===== src/rtl/wsp_pkg.sv =====
package wsp_pkg;

    typedef enum logic [1:0] {
        CYC_IDLE    = 2'd0,
        CYC_ADDR    = 2'd1,
        CYC_STROBE  = 2'd2,
        CYC_RECOVER = 2'd3
    } cyc_state_t;

    typedef struct packed {
        logic wr;
        logic word;
        logic a0;
        logic bus16;
        logic single;
    } bus_req_t;

endpackage


===== src/rtl/wsp_strobe_fsm.sv =====
module wsp_strobe_fsm
    import wsp_pkg::*;
(
    input  logic       clk,
    input  logic       rst_n,
    input  logic       req_valid,
    input  bus_req_t   req_in,
    output cyc_state_t state_o,
    output logic       lo_n,
    output logic       hi_n
);

    cyc_state_t state_q, state_d;
    bus_req_t   req_q;
    logic       accept;

    assign accept  = (state_q == CYC_IDLE) && req_valid;
    assign state_o = state_q;

    // state register and request latch
    always_ff @(posedge clk or negedge rst_n) begin
        if (!rst_n) begin
            state_q <= CYC_IDLE;
            req_q   <= '0;
        end else begin
            state_q <= state_d;
            if (accept) begin
                req_q <= req_in;
            end
        end
    end

    // next-state decode
    always_comb begin
        state_d = state_q;
        unique case (state_q)
            CYC_IDLE:    state_d = req_valid ? CYC_ADDR : CYC_IDLE;
            CYC_ADDR:    state_d = CYC_STROBE;
            CYC_STROBE:  state_d = CYC_RECOVER;
            CYC_RECOVER: state_d = CYC_IDLE;
            default:     state_d = CYC_IDLE;
        endcase
    end

    // strobe outputs from registered state and request
    logic upper_lane;
    logic lower_lane;
    assign upper_lane = req_q.word | req_q.a0;
    assign lower_lane = req_q.word | ~req_q.a0;

    always_comb begin
        lo_n = 1'b1;
        hi_n = 1'b1;
        unique case (state_q)
            CYC_IDLE: begin
                lo_n = 1'b1;
                hi_n = 1'b1;
            end
            CYC_ADDR, CYC_RECOVER: begin
                if (req_q.single && req_q.wr && upper_lane) begin
                    hi_n = 1'b0;
                end
            end
            CYC_STROBE: begin
                if (req_q.wr) begin
                    if (req_q.single) begin
                        lo_n = 1'b0;
                        hi_n = ~upper_lane;
                    end else if (!req_q.bus16) begin
                        lo_n = 1'b0;
                        hi_n = 1'b0;
                    end else begin
                        lo_n = ~lower_lane;
                        hi_n = ~upper_lane;
                    end
                end
            end
            default: begin
                lo_n = 1'b1;
                hi_n = 1'b1;
            end
        endcase
    end

endmodule


===== src/rtl/wsp_port_regs.sv =====
module wsp_port_regs #(
    parameter int unsigned W         = 8,
    parameter int unsigned ADDR_W    = 16,
    parameter int unsigned DIR_ADDR  = 16'h1FF3,
    parameter int unsigned MODE_ADDR = 16'h1FF1,
    parameter int unsigned DATA_ADDR = 16'h1FF5,
    parameter int unsigned PIN_ADDR  = 16'h1FF7
) (
    input  logic              clk,
    input  logic              rst_n,
    input  logic              wr_en,
    input  logic [ADDR_W-1:0] addr,
    input  logic [W-1:0]      wdata,
    output logic [W-1:0]      rdata,
    input  logic [W-1:0]      pin_in,
    output logic [W-1:0]      dir_q,
    output logic [W-1:0]      mode_q,
    output logic [W-1:0]      data_q
);

    localparam logic [ADDR_W-1:0] A_DIR  = ADDR_W'(DIR_ADDR);
    localparam logic [ADDR_W-1:0] A_MODE = ADDR_W'(MODE_ADDR);
    localparam logic [ADDR_W-1:0] A_DATA = ADDR_W'(DATA_ADDR);
    localparam logic [ADDR_W-1:0] A_PIN  = ADDR_W'(PIN_ADDR);

    logic hit_dir, hit_mode, hit_data, hit_pin;

    assign hit_dir  = (addr == A_DIR);
    assign hit_mode = (addr == A_MODE);
    assign hit_data = (addr == A_DATA);
    assign hit_pin  = (addr == A_PIN);

    always_ff @(posedge clk or negedge rst_n) begin
        if (!rst_n) begin
            dir_q  <= '1;
            mode_q <= '0;
            data_q <= '1;
        end else if (wr_en) begin
            if (hit_dir)  dir_q  <= wdata;
            if (hit_mode) mode_q <= wdata;
            if (hit_data) data_q <= wdata;
        end
    end

    always_comb begin
        rdata = '0;
        if (hit_dir)  rdata = dir_q;
        if (hit_mode) rdata = mode_q;
        if (hit_data) rdata = data_q;
        if (hit_pin)  rdata = pin_in;
    end

endmodule


===== src/rtl/wsp_pad_ctrl.sv =====
module wsp_pad_ctrl #(
    parameter int unsigned W = 8
) (
    input  logic [W-1:0] mode,
    input  logic [W-1:0] dir,
    input  logic [W-1:0] latch,
    input  logic [W-1:0] sf,
    output logic [W-1:0] pad_out,
    output logic [W-1:0] pad_oe
);

    for (genvar i = 0; i < W; i++) begin : g_pin
        logic val;
        assign val        = mode[i] ? sf[i] : latch[i];
        assign pad_out[i] = val;
        // open-drain or input: only pull low, otherwise release
        assign pad_oe[i]  = dir[i] ? ~val : 1'b1;
    end

endmodule


===== src/rtl/wsp_top.sv =====
module wsp_top
    import wsp_pkg::*;
#(
    parameter int unsigned PIN_W     = 8,
    parameter int unsigned ADDR_W    = 16,
    parameter int unsigned LO_BIT    = 2,
    parameter int unsigned HI_BIT    = 5,
    parameter int unsigned DIR_ADDR  = 16'h1FF3,
    parameter int unsigned MODE_ADDR = 16'h1FF1,
    parameter int unsigned DATA_ADDR = 16'h1FF5,
    parameter int unsigned PIN_ADDR  = 16'h1FF7
) (
    input  logic              clk,
    input  logic              rst_n,
    input  logic              bus_req,
    input  logic              bus_wr,
    input  logic              bus_word,
    input  logic              bus_a0,
    input  logic              bus_16bit,
    input  logic              cfg_single_wr,
    input  logic              reg_we,
    input  logic [ADDR_W-1:0] reg_addr,
    input  logic [PIN_W-1:0]  reg_wdata,
    output logic [PIN_W-1:0]  reg_rdata,
    input  logic [PIN_W-1:0]  pad_in,
    input  logic [PIN_W-1:0]  alt_func_in,
    output logic [PIN_W-1:0]  pad_out,
    output logic [PIN_W-1:0]  pad_oe
);

    bus_req_t   req_bundle;
    cyc_state_t cyc_state;
    logic       strb_lo_n, strb_hi_n;
    logic [PIN_W-1:0] dir_q, mode_q, data_q, sf_vec;

    assign req_bundle = '{wr: bus_wr, word: bus_word, a0: bus_a0,
                          bus16: bus_16bit, single: cfg_single_wr};

    wsp_strobe_fsm u_fsm (
        .clk       (clk),
        .rst_n     (rst_n),
        .req_valid (bus_req),
        .req_in    (req_bundle),
        .state_o   (cyc_state),
        .lo_n      (strb_lo_n),
        .hi_n      (strb_hi_n)
    );

    wsp_port_regs #(
        .W(PIN_W), .ADDR_W(ADDR_W), .DIR_ADDR(DIR_ADDR),
        .MODE_ADDR(MODE_ADDR), .DATA_ADDR(DATA_ADDR), .PIN_ADDR(PIN_ADDR)
    ) u_regs (
        .clk    (clk),
        .rst_n  (rst_n),
        .wr_en  (reg_we),
        .addr   (reg_addr),
        .wdata  (reg_wdata),
        .rdata  (reg_rdata),
        .pin_in (pad_in),
        .dir_q  (dir_q),
        .mode_q (mode_q),
        .data_q (data_q)
    );

    always_comb begin
        sf_vec         = alt_func_in;
        sf_vec[LO_BIT] = strb_lo_n;
        sf_vec[HI_BIT] = strb_hi_n;
    end

    wsp_pad_ctrl #(.W(PIN_W)) u_pads (
        .mode    (mode_q),
        .dir     (dir_q),
        .latch   (data_q),
        .sf      (sf_vec),
        .pad_out (pad_out),
        .pad_oe  (pad_oe)
    );

endmodule


===== config.mk =====
export PLATFORM = sky130hd
export DESIGN_NAME = wsp_top
export DESIGN_NICKNAME = d
export VERILOG_FILES = /design/src/rtl/wsp_pkg.sv /design/src/rtl/wsp_strobe_fsm.sv /design/src/rtl/wsp_port_regs.sv /design/src/rtl/wsp_pad_ctrl.sv /design/src/rtl/wsp_top.sv
export SDC_FILE = /design/constraint.sdc
export NUM_CORES = 1
export LEC_CHECK = 0
export BUFFER_PORTS_ARGS = -buffer_cell sky130_fd_sc_hd__clkbuf_2
export CAP_MARGIN = 40
export CORE_MARGIN = 1
export CORE_UTILIZATION = 41
export DETAILED_ROUTE_END_ITERATION = 8
export GPL_TIMING_DRIVEN = 0
export HOLD_SLACK_MARGIN = 0.05
export PLACE_DENSITY = 0.7
export SETUP_SLACK_MARGIN = 0.1
export SYNTH_ARGS = -nofsm -noshare
export SYNTH_HDL_FRONTEND = slang
export SYNTH_SLANG_ARGS = --single-unit
export TNS_END_PERCENT = 5

===== constraint.sdc =====
create_clock -name clk -period 4.6 [get_ports clk]
set_clock_uncertainty 0.1 [all_clocks]
set_input_delay 0.69 -clock clk [delete_from_list [all_inputs] [get_ports clk]]
set_output_delay 0.69 -clock clk [all_outputs]
set_load 0.005 [all_outputs]

==> summary.txt <==
Global routing
  – Grt total ovfl: 0
  – Overall routing resource usage: around 18%
  – Vias in the first global route: 1,239
  – Wire length of the first global-routing pass: 5761 um
  – Initial antenna violation count: 0
  – Largest net degree at the start of global routing: 32

Placement
  – Port Buffers: 70
  – Pre-CTS setup slack: 1.649 ns
  – Hpwl dp: 2708 um
  – Gpl congestion: between 0.7 and 0.8

Drt
  – Antenna viol nets, final: 0
  – Metal3 WL: approximately 230 um
  – DRT met1 WL: about 1500 um
  – 1st-pass router iterations: 3
  – DR iter-0 viols: 38
  – Max Used Layer: met4
  – Metal2 WL: approximately 1700 um
  – Vias: roughly 1,300
  – DRT Wirelength: 3511 um
  – Routed len/inst: between 10 and 15 um
  – Vias/cell: 5.050
  – Drt drc: 0

Logic synthesis
  – Main combinational cell family by area after synthesis: multiplexers
  – XOR/XNOR Fraction of Synth Area: 0%
  – Area share of and/or/nand/nor cells after synthesis: approximately 11%
  – Ys Warns: 0
  – Post-Syn Area: ~1800 um^2
  – Yosys top cell area share: 23.43%
  – Most frequent cells after synthesis: mux2_2, dfstp_2, dfrtp_1
  – Syn_area_per_cell: 13.80 um^2
  – Complex-gate fraction of the synthesized area: roughly 3.1%
  – Top-count cell post-synth: mux2_2
  – Seq/Total Area, Yosys: between 40 and 50%
  – Adder-cell share of the synthesized area: under 10%
  – Asr flop ratio synth: between 90% and 100%
  – Synth unique cells: 28
  – Synthesized netlist cell count: 130
  – Area leader, netlist: dfstp_2
  – Synth Register Bits: 31
  – Multiplexer area fraction after synthesis: about a third
  – Post-synth EDFFs: 0
  – Area contributors post-synth: dfstp_2, mux2_2, dfrtp_1
  – Post-Syn Nets: 184
  – Synth Flop Type: dfstp_2

Pwr
  – Static Leak: ~1.2 nW
  – Worst VDD drop: roughly 0.26 mV
  – Final Power: between 600 and 700 uW
  – PD cells: between 200 and 300 nW/um^2

Setup path
  – CP Launch Type: input port
  – Worst path arrival time: 2.15 ns
  – Crit path to: reg_rdata[7]
  – Max incr delay on CP: about 0.57 ns
  – CP required: between 3 and 4 ns
  – CP cell instances: clkbuf_2, clkbuf_1, mux4_2, and2_1, clkbuf_2
  – Crit path top cell by count: clkbuf_2
  – Worst-path maximum fanout: 10
  – Reg-to-Reg End: u_fsm.req_q[3]
  – Reg2reg setup slack: about 3.2 ns
  – CP max-delay cell: mux4_2
  – Critical path capture point type: primary output
  – RR Startpoint: u_fsm.state_o[0]
  – Reg2Reg Depth: 4
  – Crit Path Category: input port to primary output
  – Setup crit start: reg_addr[1]

Run status
  – Status: completed

STA
  – Period Utilization, post-route: approximately 64%
  – Final Critical Period: 2.940 ns
  – Relative slew slack: 49.63%
  – Worst-margin pin slew: between 0.7 and 0.8 ns
  – Hold_ws: about 0.36 ns
  – Final Hold Fails: 0
  – Final Max Slew Viols: 0
  – RSZ-0062 raised after global routing: no
  – Setup_tns: 0 ns
  – Final setup fails: 0
  – Fmax: between 300 and 400 MHz
  – Post-route setup slack: ~1.7 ns

Clock network
  – Hold Buf Count CTS: 0
  – Clock Path Buffers: 2
  – Clock transition at the registers of the reported paths: approximately 0.060 ns
  – Number of CTS-inserted buffers: 5
  – Setup bufs post-CTS: 0
  – Latest clock arrival within the worst-skew pair: about 0.28 ns
  – PostCTS Resize Cnt: 0
  – CTS tree: done
  – Root Driver: clkbuf_8
  – H-tree Lvls: 2
  – Clk sinks: 31

Cells and area
  – Layout cells sized above 1: between 70% and 80%
  – NumNets Final: 261
  – Core Util, Final: a little under three fifths
  – Syn-to-layout area delta: 27.55%
  – Antenna cell count: 0

Floorplanning
  – Die Ht: between 60 and 70 um
  – Die X: a little under 70 um
  – # rows: 23
  – Core area: between 4000 and 5000 um^2
  – Starting density of the core: between 40% and 50%
  – IO Count: 73
  – Die Area: 4644 um^2

Worst hold path
  – Min-delay worst type: input port to asynchronous set/reset pin

Job
  – MaxCap Viol Count: 0
-- cell type report --
type                    instances  area, um^2
flip-flops and latches         31       795.8
well taps                      50       62.56
clock inverters                 1       5.005
clock buffers                   7       76.32
plain buffers                  12       81.33
inverters                       2       7.507
fillers                       365        1798
repair buffers                 70       350.3
multi-input cells              85       909.6
-- how the worst min path moves through the flow --
stage	cells past startpoint	slack, ns	end	startpoint
finish	1	0.36	u_regs.mode_q[1]	rst_n
global route	1	0.42	u_regs.mode_q[2]	rst_n
CTS	1	0.38	u_regs.mode_q[1]	rst_n
detailed placement	1	0.43	u_fsm.req_q[1]	u_fsm.req_q[1]
global placement	1	0.42	u_fsm.req_q[1]	u_fsm.req_q[1]
floorplan	0	0.29	u_fsm.req_q[0]	rst_n
-- sequential cells by signal (all words and copies together) (netlist names) --
signal         count
u_regs.data_q      8
u_regs.dir_q       8
u_regs.mode_q      8
u_fsm.req_q        5
u_fsm.state_o      2
-- power breakdown --
part           internal (mW)  leakage (nW)  switching, mW  total [mW]
Sequential             0.306         0.360         0.0271       0.333
Clock                  0.106        0.0422         0.0965       0.202
Combinational         0.0775         0.757         0.0629       0.140
-- placed cells by master, fill, tap and decap left out, drive strengths merged --
cell type / count
clkbuf: 78
mux2: 36
dfstp: 16
dfrtp: 15
buf: 11
nand2: 9
mux4: 8
and2: 8
ha: 5
nor2: 3
nand4b: 3
inv: 2
nand4: 1
or4b: 1
nor4: 1
o31ai: 1
o211ai: 1
o21a: 1
a211oi: 1
a21oi: 1
o21ai: 1
a21o: 1
nand4bb: 1
a41oi: 1
nor4bb: 1
clkinv: 1
-- worst max-delay path: cells and delay by family --
kind	cells	cell delay, ns
buffers and inverters	3	0.72
multiplexers	1	0.57
AND/OR/NAND/NOR	1	0.16
-- per-stage QoR --
stage	area (um^2)	instances
6_report	2288	258
5_1_grt	2288	258
4_1_cts	2288	258
3_5_place_dp	2207	250
3_3_place_gp	2207	250
2_1_floorplan	1794	130
-- cells by family after synthesis --
| logic type | after synthesis |
|---|---|
| adders and majority gates | 5 |
| AOI/OAI and AO/OA | 8 |
| muxes | 44 |
| and+or+nand+nor | 28 |
| DFF | 31 |
| buffers and inverters | 14 |
-- metal layers --
metal	global-route usage, %	vias to the layer above
met5	0	-
li1	-	631
met2	30.51	44
met4	7.031	0
met3	5.333	6
met1	20.38	622
(Power assumes the default switching activity.)
